[config.mk]
export PLATFORM = sky130hd
export DESIGN_NAME = acpi_ec_port
export DESIGN_NICKNAME = d
export VERILOG_FILES = /design/src/rtl/acpi_ec_pkg.sv /design/src/rtl/acpi_ec_events.sv /design/src/rtl/acpi_ec_space.sv /design/src/rtl/acpi_ec_ctrl.sv /design/src/rtl/acpi_ec_port.sv
export SDC_FILE = /design/constraint.sdc
export NUM_CORES = 2
export LEC_CHECK = 0
export BUFFER_PORTS_ARGS = -buffer_cell sky130_fd_sc_hd__buf_2
export CAP_MARGIN = 5
export CORE_MARGIN = 2
export CORE_UTILIZATION = 40
export CTS_BUF_LIST = sky130_fd_sc_hd__clkbuf_8
export CTS_CLUSTER_DIAMETER = 40
export DETAILED_ROUTE_END_ITERATION = 8
export SYNTH_ARGS = -nofsm -noshare
export SYNTH_HDL_FRONTEND = slang
export SYNTH_SLANG_ARGS = --single-unit
[constraint.sdc]
create_clock -name clk -period 5.9 [get_ports clk]
set_input_delay 0.59 -clock clk [delete_from_list [all_inputs] [get_ports clk]]
set_output_delay 0.59 -clock clk [all_outputs]
set_load 0.005 [all_outputs]
[src/rtl/acpi_ec_pkg.sv]
package acpi_ec_pkg;

    typedef enum logic [2:0] {
        ST_IDLE,
        ST_DECODE,
        ST_RD_ADDR,
        ST_RD_FETCH,
        ST_WR_ADDR,
        ST_WR_ADDR_ACK,
        ST_WR_DATA,
        ST_WR_COMMIT
    } ec_state_t;

    localparam logic [7:0] OP_READ      = 8'h80;
    localparam logic [7:0] OP_WRITE     = 8'h81;
    localparam logic [7:0] OP_BURST_ON  = 8'h82;
    localparam logic [7:0] OP_BURST_OFF = 8'h83;
    localparam logic [7:0] OP_QUERY     = 8'h84;

    localparam int STS_OUT_READY = 0;
    localparam int STS_IN_BUSY   = 1;
    localparam int STS_PROC      = 2;
    localparam int STS_LAST_CMD  = 3;
    localparam int STS_BURST     = 4;
    localparam int STS_EVENT     = 5;

    localparam logic [7:0] ADDR_VERSION = 8'h00;
    localparam logic [7:0] ADDR_TEST    = 8'h01;
    localparam logic [7:0] ADDR_COMPL   = 8'h02;

endpackage

[src/rtl/acpi_ec_events.sv]
module acpi_ec_events #(
    parameter int EVT_W = 32
) (
    input  logic             clk,
    input  logic             rst_n,
    input  logic [EVT_W-1:0] set_i,
    input  logic             pop_i,
    output logic [EVT_W-1:0] pending_o,
    output logic [7:0]       idx_o,
    output logic             any_o
);

    logic [EVT_W-1:0] pend_q;
    logic [EVT_W-1:0] lowest;

    // isolate lowest set bit
    assign lowest = pend_q & (~pend_q + EVT_W'(1));

    // 1-based index of the lowest pending bit, 0 when empty
    always_comb begin
        idx_o = 8'd0;
        for (int i = EVT_W - 1; i >= 0; i--) begin
            if (pend_q[i]) idx_o = 8'(i + 1);
        end
    end

    always_ff @(posedge clk) begin
        if (!rst_n) begin
            pend_q <= '0;
        end else begin
            // a new pulse beats a pop of the same bit
            pend_q <= (pend_q & ~(pop_i ? lowest : '0)) | set_i;
        end
    end

    assign pending_o = pend_q;
    assign any_o     = |pend_q;

endmodule

[src/rtl/acpi_ec_space.sv]
module acpi_ec_space #(
    parameter int NUM_RW    = 17,
    parameter int MAP_DEPTH = 224,
    parameter int MAP_BASE  = 32,
    parameter int VERSION   = 2
) (
    input  logic       clk,
    input  logic       rst_n,
    input  logic [7:0] addr_i,
    output logic [7:0] rd_o,
    input  logic       host_we_i,
    input  logic [7:0] host_wval_i,
    input  logic       burst_i,
    input  logic       map_we_i,
    input  logic [7:0] map_addr_i,
    input  logic [7:0] map_wdata_i,
    input  logic       map_multi_i,
    output logic       map_held_o
);
    import acpi_ec_pkg::*;

    localparam int RW_BASE = 3;
    localparam int RW_AW   = (NUM_RW > 1) ? $clog2(NUM_RW) : 1;
    localparam int MAP_AW  = (MAP_DEPTH > 1) ? $clog2(MAP_DEPTH) : 1;
    localparam logic [8:0] RW_LO  = 9'(RW_BASE);
    localparam logic [8:0] RW_HI  = 9'(RW_BASE + NUM_RW);
    localparam logic [8:0] MAP_LO = 9'(MAP_BASE);
    localparam logic [8:0] MAP_HI = 9'(MAP_BASE + MAP_DEPTH);

    logic [7:0] test_q;
    logic [7:0] compl_q;
    logic [7:0] rw_q  [NUM_RW];
    logic [7:0] map_q [MAP_DEPTH];

    logic [8:0] a9;
    logic       in_rw;
    logic       in_map;
    logic       map_ok;

    assign a9     = {1'b0, addr_i};
    assign in_rw  = (a9 >= RW_LO) && (a9 < RW_HI);
    assign in_map = (a9 >= MAP_LO) && (a9 < MAP_HI);

    // test byte and its complement
    always_ff @(posedge clk) begin
        if (!rst_n) begin
            test_q  <= 8'h00;
            compl_q <= 8'hFF;
        end else if (host_we_i && addr_i == ADDR_TEST) begin
            test_q  <= host_wval_i;
            compl_q <= 8'hFF - host_wval_i;
        end
    end

    // general host registers
    generate
        for (genvar g = 0; g < NUM_RW; g++) begin : g_rw
            always_ff @(posedge clk) begin
                if (!rst_n) begin
                    rw_q[g] <= 8'h00;
                end else if (host_we_i && a9 == 9'(RW_BASE + g)) begin
                    rw_q[g] <= host_wval_i;
                end
            end
        end
    endgenerate

    // controller-side mapped array; multi-byte updates wait out burst mode
    assign map_ok     = map_we_i && !(burst_i && map_multi_i) &&
                        ({1'b0, map_addr_i} < 9'(MAP_DEPTH));
    assign map_held_o = map_we_i && map_multi_i && burst_i;

    generate
        for (genvar m = 0; m < MAP_DEPTH; m++) begin : g_map
            always_ff @(posedge clk) begin
                if (!rst_n) begin
                    map_q[m] <= 8'h00;
                end else if (map_ok && {1'b0, map_addr_i} == 9'(m)) begin
                    map_q[m] <= map_wdata_i;
                end
            end
        end
    endgenerate

    always_comb begin
        rd_o = 8'h00;
        if (addr_i == ADDR_VERSION) begin
            rd_o = 8'(VERSION);
        end else if (addr_i == ADDR_TEST) begin
            rd_o = test_q;
        end else if (addr_i == ADDR_COMPL) begin
            rd_o = compl_q;
        end else if (in_rw) begin
            rd_o = rw_q[RW_AW'(a9 - RW_LO)];
        end else if (in_map) begin
            rd_o = map_q[MAP_AW'(a9 - MAP_LO)];
        end
    end

endmodule

[src/rtl/acpi_ec_ctrl.sv]
module acpi_ec_ctrl (
    input  logic       clk,
    input  logic       rst_n,
    input  logic       cmd_wr_i,
    input  logic       data_wr_i,
    input  logic       data_rd_i,
    input  logic [7:0] wdata_i,
    input  logic [7:0] query_idx_i,
    input  logic [7:0] rd_byte_i,
    output logic       obf_o,
    output logic       ibf_o,
    output logic       busy_o,
    output logic       last_cmd_o,
    output logic       burst_o,
    output logic [7:0] rdata_o,
    output logic [7:0] addr_o,
    output logic [7:0] wval_o,
    output logic       wr_en_o,
    output logic       pop_o
);
    import acpi_ec_pkg::*;

    ec_state_t  state_q, state_d;
    logic [7:0] cmd_q, addr_q, val_q, rdata_q;
    logic       ibf_q, obf_q, last_q, burst_q;
    logic       acc_cmd, acc_data, wants_data, load_out;

    assign wants_data = (state_q == ST_RD_ADDR) || (state_q == ST_WR_ADDR) ||
                        (state_q == ST_WR_DATA);
    assign acc_cmd    = cmd_wr_i && !ibf_q;
    assign acc_data   = data_wr_i && !ibf_q && !cmd_wr_i && wants_data;
    assign pop_o      = (state_q == ST_DECODE) && (cmd_q == OP_QUERY);
    assign load_out   = pop_o || (state_q == ST_RD_FETCH);

    // next-state logic
    always_comb begin
        state_d = state_q;
        if (acc_cmd) begin
            state_d = ST_DECODE;
        end else begin
            unique case (state_q)
                ST_IDLE:        state_d = ST_IDLE;
                ST_DECODE: begin
                    if (cmd_q == OP_READ)       state_d = ST_RD_ADDR;
                    else if (cmd_q == OP_WRITE) state_d = ST_WR_ADDR;
                    else                        state_d = ST_IDLE;
                end
                ST_RD_ADDR:     if (acc_data) state_d = ST_RD_FETCH;
                ST_RD_FETCH:    state_d = ST_IDLE;
                ST_WR_ADDR:     if (acc_data) state_d = ST_WR_ADDR_ACK;
                ST_WR_ADDR_ACK: state_d = ST_WR_DATA;
                ST_WR_DATA:     if (acc_data) state_d = ST_WR_COMMIT;
                ST_WR_COMMIT:   state_d = ST_IDLE;
            endcase
        end
    end

    // state register
    always_ff @(posedge clk) begin
        if (!rst_n) state_q <= ST_IDLE;
        else        state_q <= state_d;
    end

    // registered outputs and datapath
    always_ff @(posedge clk) begin
        if (!rst_n) begin
            cmd_q   <= 8'h00;
            addr_q  <= 8'h00;
            val_q   <= 8'h00;
            rdata_q <= 8'h00;
            ibf_q   <= 1'b0;
            obf_q   <= 1'b0;
            last_q  <= 1'b0;
            burst_q <= 1'b0;
        end else begin
            ibf_q <= acc_cmd || acc_data;
            if (acc_cmd) begin
                cmd_q  <= wdata_i;
                last_q <= 1'b1;
            end else if (acc_data) begin
                last_q <= 1'b0;
                if (state_q == ST_WR_DATA) val_q  <= wdata_i;
                else                       addr_q <= wdata_i;
            end
            if (state_q == ST_DECODE) begin
                if (cmd_q == OP_BURST_ON)  burst_q <= 1'b1;
                if (cmd_q == OP_BURST_OFF) burst_q <= 1'b0;
            end
            if (load_out) begin
                obf_q   <= 1'b1;
                rdata_q <= pop_o ? query_idx_i : rd_byte_i;
            end else if (data_rd_i) begin
                obf_q <= 1'b0;
            end
        end
    end

    assign obf_o      = obf_q;
    assign ibf_o      = ibf_q;
    assign busy_o     = (state_q != ST_IDLE);
    assign last_cmd_o = last_q;
    assign burst_o    = burst_q;
    assign rdata_o    = rdata_q;
    assign addr_o     = addr_q;
    assign wval_o     = val_q;
    assign wr_en_o    = (state_q == ST_WR_COMMIT);

endmodule

[src/rtl/acpi_ec_port.sv]
module acpi_ec_port #(
    parameter int EVT_W     = 32,
    parameter int NUM_RW    = 17,
    parameter int MAP_DEPTH = 224
) (
    input  logic             clk,
    input  logic             rst_n,
    input  logic             host_cmd_wr,
    input  logic             host_data_wr,
    input  logic             host_data_rd,
    input  logic [7:0]       host_wdata,
    output logic [7:0]       host_rdata,
    output logic [7:0]       host_status,
    input  logic [EVT_W-1:0] evt_set,
    input  logic             map_we,
    input  logic [7:0]       map_addr,
    input  logic [7:0]       map_wdata,
    input  logic             map_multi,
    output logic             map_held
);
    import acpi_ec_pkg::*;

    logic [7:0]       q_idx, rd_byte, addr, wval;
    logic [EVT_W-1:0] pending;
    logic             ev_any, pop, wr_en;
    logic             obf, ibf, busy, last_cmd, burst;

    acpi_ec_ctrl u_ctrl (
        .clk        (clk),
        .rst_n      (rst_n),
        .cmd_wr_i   (host_cmd_wr),
        .data_wr_i  (host_data_wr),
        .data_rd_i  (host_data_rd),
        .wdata_i    (host_wdata),
        .query_idx_i(q_idx),
        .rd_byte_i  (rd_byte),
        .obf_o      (obf),
        .ibf_o      (ibf),
        .busy_o     (busy),
        .last_cmd_o (last_cmd),
        .burst_o    (burst),
        .rdata_o    (host_rdata),
        .addr_o     (addr),
        .wval_o     (wval),
        .wr_en_o    (wr_en),
        .pop_o      (pop)
    );

    acpi_ec_events #(.EVT_W(EVT_W)) u_evt (
        .clk      (clk),
        .rst_n    (rst_n),
        .set_i    (evt_set),
        .pop_i    (pop),
        .pending_o(pending),
        .idx_o    (q_idx),
        .any_o    (ev_any)
    );

    acpi_ec_space #(.NUM_RW(NUM_RW), .MAP_DEPTH(MAP_DEPTH)) u_space (
        .clk        (clk),
        .rst_n      (rst_n),
        .addr_i     (addr),
        .rd_o       (rd_byte),
        .host_we_i  (wr_en),
        .host_wval_i(wval),
        .burst_i    (burst),
        .map_we_i   (map_we),
        .map_addr_i (map_addr),
        .map_wdata_i(map_wdata),
        .map_multi_i(map_multi),
        .map_held_o (map_held)
    );

    always_comb begin
        host_status                = 8'h00;
        host_status[STS_OUT_READY] = obf;
        host_status[STS_IN_BUSY]   = ibf;
        host_status[STS_PROC]      = busy;
        host_status[STS_LAST_CMD]  = last_cmd;
        host_status[STS_BURST]     = burst;
        host_status[STS_EVENT]     = ev_any;
    end

endmodule

==> Yosys cells after proc, flatten, opt, wreduce, memory -nomap -nowiden <==
Memories as Yosys holds them, arrays and structs flattened.
Cells that the tools add are included.
{ "op_classes": {"n_addsub": 4, "magnitude_cmp": 5, "n_eq_ne": 260, "muxes": 1017, "bitwise_logic": 249, "reduce_logical": 276} }
{ "op_table": {"columns": ["cell", "n"], "rows": [
  ["$mux 8", 247],
  ["$eq 8x8->1 const B", 101],
  ["$mux 1", 731],
  ["$eq 8x7->1 const B", 64],
  ["$eq 8x6->1 const B", 32],
  ["$logic_and 1x1->1", 254],
  ["$or 1x1->1", 241],
  ["$mux 6", 32],
  ["$eq 8x5->1 const B", 20],
  ["$eq 8x4->1 const B", 16],
  ["$and 32x32->32", 2],
  ["$eq 8x3->1 const B", 8],
  ["$not 32->32", 2],
  ["$add 32x1->32 const B", 1],
  ["$eq 8x2->1 const B", 4],
  ["$mux 32", 1],
  ["$or 32x32->32", 1],
  ["$reduce_or 32->1", 1],
  ["$pmux 3 s6", 1],
  ["$eq 8x1->1 const B", 2],
  ["$logic_not 8->1", 2],
  ["$mux 3", 5],
  ["$eq 3x3->1 const B", 4],
  ["$reduce_and 3->1", 4],
  ["21 further kinds", 35]
]} }
{ "word_totals": {"register_bits": 87, "ram_bits": 1928, "input_bits": 63, "output_inout_bits": 17, "word_cells": 1826, "memories": 2} }
{ "memory_table": {"columns": ["name", "words", "width", "rd", "rd_clocked_by_memory_dff", "write_ports", "line_no", "rtl"], "rows": [
  ["u_space.map_q", 224, 8, 1, 0, 224, "acpi_ec_space.sv:33", "logic [7:0] map_q [MAP_DEPTH];"],
  ["u_space.rw_q", 17, 8, 1, 0, 17, "acpi_ec_space.sv:32", "logic [7:0] rw_q [NUM_RW];"]
]} }

==> Logic depth before layout (Yosys ltp) <==
{ "logic_depth": {"depth_word": 33, "mapped_depth": 16, "depth_no_buf": 9} }

==> By module <==
Synthesis repeated with hierarchy kept, for this count alone.
{ "hier_totals": {"cells_unflattened": 6585, "hier_area_um2": 89377.0} }
{ "modules_own_cells": {"columns": ["mod", "instances", "cells_each", "area_per_inst_um2", "seq_area_each_um2"], "rows": [
  ["acpi_ec_space", 1, 6150, 85889.9, 58215.8],
  ["acpi_ec_ctrl", 1, 203, 1724.2, 780.7],
  ["acpi_ec_events", 1, 223, 1699.1, 640.6],
  ["acpi_ec_port", 1, 9, 63.8, 0.0]
]} }

==> Least setup slack after synthesis <==
Ideal clock, no wire load.
{ "synth_timing": {"kind": "flip-flop to flip-flop", "startpoint": "register u_ctrl.addr_q[1] (netlist: u_ctrl.addr_o[1])", "endpoint": "register u_ctrl.rdata_q[4] (netlist: u_ctrl.rdata_o[4])", "t_arrival_ps": 3485, "required_ps": 5784, "path_slack_ps": 2299, "path_stages_with_launch": 15, "n_path_buf": 7, "synth_period_minus_slack_ps": 3601, "path_cell_list": "dfxtp_1 > buf_4 > buf_4 > buf_4 > buf_2 > buf_2 > inv_1 > ha_1 > buf_1 > clkbuf_1 > mux4_2 > mux2_2 > a21oi_1 > o21ai_0 > a41o_1"} }
{ "synth_via": {"elab_chain_cells": 8} }
{ "synth_rtl": {"columns": ["element", "line_no", "rtl"], "rows": [
  ["start: declaration", "acpi_ec_ctrl.sv:24", "logic [7:0] cmd_q, addr_q, val_q, rdata_q;"],
  ["start signal: assignment", "acpi_ec_ctrl.sv:83", "else addr_q <= wdata_i;"],
  ["$sub 8x6->8, or another cell as far along", "acpi_ec_space.sv:96", "rd_o = map_q[MAP_AW'(a9 - MAP_LO)];"],
  ["$mem_v2 224x8 / $logic_and 1x1->1 (equally long branches)", null, null],
  ["$mux 8", "acpi_ec_space.sv:95", "end else if (in_map) begin"],
  ["$mux 8", "acpi_ec_space.sv:93", "end else if (in_rw) begin"],
  ["$mux 8", "acpi_ec_space.sv:91", "end else if (addr_i == ADDR_COMPL) begin"],
  ["$mux 8", "acpi_ec_space.sv:89", "end else if (addr_i == ADDR_TEST) begin"],
  ["$mux 8 *", "acpi_ec_space.sv:87", "if (addr_i == ADDR_VERSION) begin"],
  ["$mux 8 *", "acpi_ec_ctrl.sv:91", "rdata_q <= pop_o ? query_idx_i : rd_byte_i;"],
  ["end signal: assignment", "acpi_ec_ctrl.sv:91", null],
  ["end: declaration", "acpi_ec_ctrl.sv:24", null]
]} }
Mark *: on every way between the ends. The rest lies on a longest branch, timed or not.
A chain may end at the register's enable or synchronous reset.

==> Final worst setup path <==
Same ends and word-level chain as after synthesis.

==> impl_metrics.toml <==
[run_status]
status = "finished clean"

[pwr]
pwr-share-comb_pct = 4.0
p_int_mw = 23.19
pwr-share-seq_pct = 54.1
total_power_mw = 30.09
p_clk_share_pct = 41.9
irDropWorstVdd_v = 0.0001781
sw_frac_of_total_pct = 22.95
p_sw_mw = 6.906
leakagePower_nw = 32.87
p_per_area_mw_per_mm2 = 298.8

[global_routing]
grt_use_total_pct = 25.39
gr-total-overflow = 0
grt_pass1_vias = 57710
grt_max_degree = 139
grt_pass1_wl_um = 413600
antenna_found_initial = 8

[synth]
synthDistinctLibCells = 75
async_flop_share_pct = 0
avgSynthCellArea_um2 = 13.59
synth_compound_area_share_pct = 4.786
yosysWarnings = 0
synthCells = 6535
synth_simple_gate_area_share_pct = 11.78
synth-xor-area-share_pct = 0.04930
ys_seq_elements = 2015
synth_flop_cell = "edfxtp_1"
synth_top_family_by_area = "multiplexers"
synthAdderAreaFrac_pct = 0.08452
synth_edf_count = 1928
muxShareOfSynthArea_pct = 13.08
syn_area_mm2 = 0.08883
seq_area_frac_synth_pct = 67.14

[cts]
cts_made_buffers = 361
clock_latency_ns = 1.08
clk_pin_slew_ns = 0.06
clockBufferDepth = 4
cts.sinks = 2015
ctsRootBufferMaster = "clkbuf_8"
tritoncts = "built"
ctsResizeCount = 0
ctsHtreeMaxLevel = 5
post_cts_buffers = 0

[hold_path]
worstHoldStart = "evt_set[15]"
hold_class = "input port to register"

[setup_path]
cp_top_family = "compound AO/OA/AOI/OAI gates"
timing.rr.start = "u_ctrl.addr_o[1]$_SDFFE_PN0P_"
path_cells = "buf_12 -> mux2i_1 -> o221ai_1 -> a21oi_1 -> a22oi_1 -> o31ai_1 -> o22ai_1 -> a41o_1"
cp_max_fo = 110
cp-startpoint = "u_ctrl.addr_o[1]$_SDFFE_PN0P_"
startpoint_type = "register"
cp_slowest_cell = "o31ai_1"
worstSetupPathType = "register to register"
crit_required_ns = 6.86
critPathCaptureType = "register"
critical_path_arrival_ns = 5.61
cp_num_buf_inv = 1
critPathMaxStageDelay_ns = 0.96

[timing]
fmax_mhz = 215.2
setup_tns_ns = 0
whs_ns = 0.2654
setup_viol = 0
post-route-min-period_ns = 4.648
slew_headroom_pct = 3.007
hold_viol = 0
fin_ws_ns = 1.252
grt_setup_unrepaired = "false"
period_share_pct = 78.78
maxSlewViolCount = 0
worst_pin_slew_ns = 1.443
fin_skew_ns = 0.06615

[final_layout]
fin_nets = 6864
fin_cells = 10023
drive_gt1_share_pct = 19.61
fin_area_mm2 = 0.1007
fin_util_pct = 45.75
syn2layout_area_growth_pct = 13.40

[route]
wl_per_cell_um = 29.07
first_iter_violations = 8412
vias = 59629
ant_nets = 0
route.final.wire_length_um = 291300
viasPerCell = 5.949
drtPass1Iterations = 6
post-route-drc-count = 0

[floorplanning]
std_cell_rows = 172
coreArea_mm2 = 0.2202
die_area_mm2 = 0.2258
io_pins = 80
die_h_um = 475.2
die_width_um = 475.2
initial_utilization_pct = 40.35

[placed_design]
postPlaceCellArea_mm2 = 0.09335
hpwlAfterDp_um = 186800
port_buffers = 77
place_inst = 9321
pre_cts_slack_ns = 1.597
gp_congestion = 0.9194

[run]
drv_cap = 0
-- state kept, by name (all words and copies together) (netlist names) --
| register | cells |
|---|---|
| u_ctrl.addr_o | 8 |
| u_ctrl.burst_o | 1 |
| u_ctrl.cmd_q | 8 |
| u_ctrl.ibf_o | 1 |
| u_ctrl.last_cmd_o | 1 |
| u_ctrl.obf_o | 1 |
| u_ctrl.rdata_o | 8 |
| u_ctrl.state_q | 3 |
| u_ctrl.wval_o | 8 |
| u_evt.pending_o | 32 |
| u_space.compl_q | 8 |
| u_space.map_q | 1792 |
| u_space.rw_q | 136 |
| u_space.test_q | 8 |
-- worst reg2reg max path: cells and delay by family (launching register included) --
kind                   cells  cell delay, ns
AOI/OAI and AO/OA          6            2.38
buffers and inverters      1            0.74
DFF                        1            0.76
muxes                      1            0.66
-- cell type report --
| cell class | instances | area, um^2 |
|---|---|---|
| fillers | 19408 | 119400 |
| flip-flops and latches | 2015 | 59660 |
| multi-input cells | 3897 | 26630 |
| clock buffers | 372 | 5120 |
| repair buffers | 488 | 3871 |
| well taps | 2958 | 3701 |
| clock inverters | 255 | 1607 |
| inverters | 32 | 123.9 |
| diodes | 6 | 15.01 |
-- synthesized netlist by cell type, types with 11 or more instances --
cell type	number	area, um^2
and2_1	142	888.4
o21ai_0	301	1506
o221ai_1	15	131.4
nor2_1	1938	7274
nand2_1	291	1092
buf_2	72	360.4
inv_1	29	108.9
buf_4	50	375.4
edfxtp_1	1928	57900
mux4_2	426	9594
clkbuf_1	444	1667
nor3_1	26	130.1
buf_1	11	41.29
dfxtp_1	87	1742
a22oi_1	55	412.9
o22ai_1	65	406.6
buf_6	14	157.7
nor4_1	17	106.4
a31oi_1	11	68.82
mux2_2	20	225.2
nor2b_1	25	156.4
mux2i_1	177	1772
or3_1	13	81.33
a22o_1	11	96.34
a211oi_1	35	262.8
a21oi_1	100	500.5
nand2b_1	12	75.07
nand3_1	39	195.2
-- layer usage --
| layer | track usage [%] | wire (um) | up-vias |
|---|---|---|---|
| li1 | - | - | 24574 |
| met1 | 34.63 | 113000 | 30452 |
| met2 | 38.37 | 131100 | 3912 |
| met3 | 6.539 | 33350 | 687 |
| met4 | 11.20 | 13850 | 4 |
| met5 | 0 | 27 | - |
-- power by group through the flow --
stage | sequential [mW] | combinational (mW) | clock, mW
final | 16.3 | 1.21 | 12.6
after global routing | 16.3 | 1.26 | 13.3
after CTS | 16.3 | 1.18 | 12.7
after detailed placement | 16.6 | 1.15 | 0
after global placement | 16.5 | 1.13 | 0
after floorplan | 16.5 | 0.603 | 0
-- layout by cell type (no fill, tap or decap), types with 20 or more instances in the layout --
| master | synthesis | layout |
|---|---|---|
| mux2_2 | 20 | 20 |
| inv_1 | 29 | 133 |
| bufinv_16 | 0 | 20 |
| buf_12 | 0 | 23 |
| o21ai_1 | 4 | 32 |
| mux4_2 | 426 | 426 |
| mux2i_1 | 177 | 177 |
| a22oi_1 | 55 | 55 |
| nor2b_1 | 25 | 23 |
| o22ai_1 | 65 | 65 |
| dfxtp_1 | 87 | 82 |
| clkinv_2 | 0 | 46 |
| nor2_1 | 1938 | 1937 |
| dlygate4sd3_1 | 0 | 50 |
| edfxtp_1 | 1928 | 1928 |
| nand3_1 | 39 | 35 |
| a211oi_1 | 35 | 34 |
| and2_1 | 142 | 141 |
| o21ai_0 | 301 | 273 |
| clkinv_1 | 2 | 70 |
| a21oi_1 | 100 | 100 |
| buf_2 | 72 | 83 |
| clkbuf_8 | 0 | 373 |
| nor3_1 | 26 | 26 |
| nand2_1 | 291 | 279 |
| buf_4 | 50 | 321 |
-- final timing paths --
kind                                                        to  slack (ns)  depth (start not counted)
worst max-delay path            u_ctrl.rdata_o[4]$_SDFFE_PN0P_        1.25                          8
worst min-delay path            u_evt.pending_o[15]$_SDFF_PN0_        0.27                          4
worst max register to register  u_ctrl.rdata_o[4]$_SDFFE_PN0P_        1.25                          8
worst min register to register  u_space.test_q[2]$_SDFFE_PN0P_        0.46                          2
-- logic make-up (layout without fill, tap and decap cells) --
logic type               count (synthesis)  count (layout)
AND/OR/NAND/NOR                       2563            2563
flip-flops                            2015            2015
AO/OA/AOI/OAI                          697             697
multiplexers                           624             624
buffers and inverters                  624            1147
adder cells (fa/ha/maj)                  6               6
XOR/XNOR                                 5               5
other                                    1               8
-- what timing repair did --
item | in CTS | in global routing
hold buffers | 50 | 0
endpoints found under the setup margin | 0 | 0
endpoints found under the hold margin | 68 | 0
No activity file was read; power rests on OpenSTA's default activity.
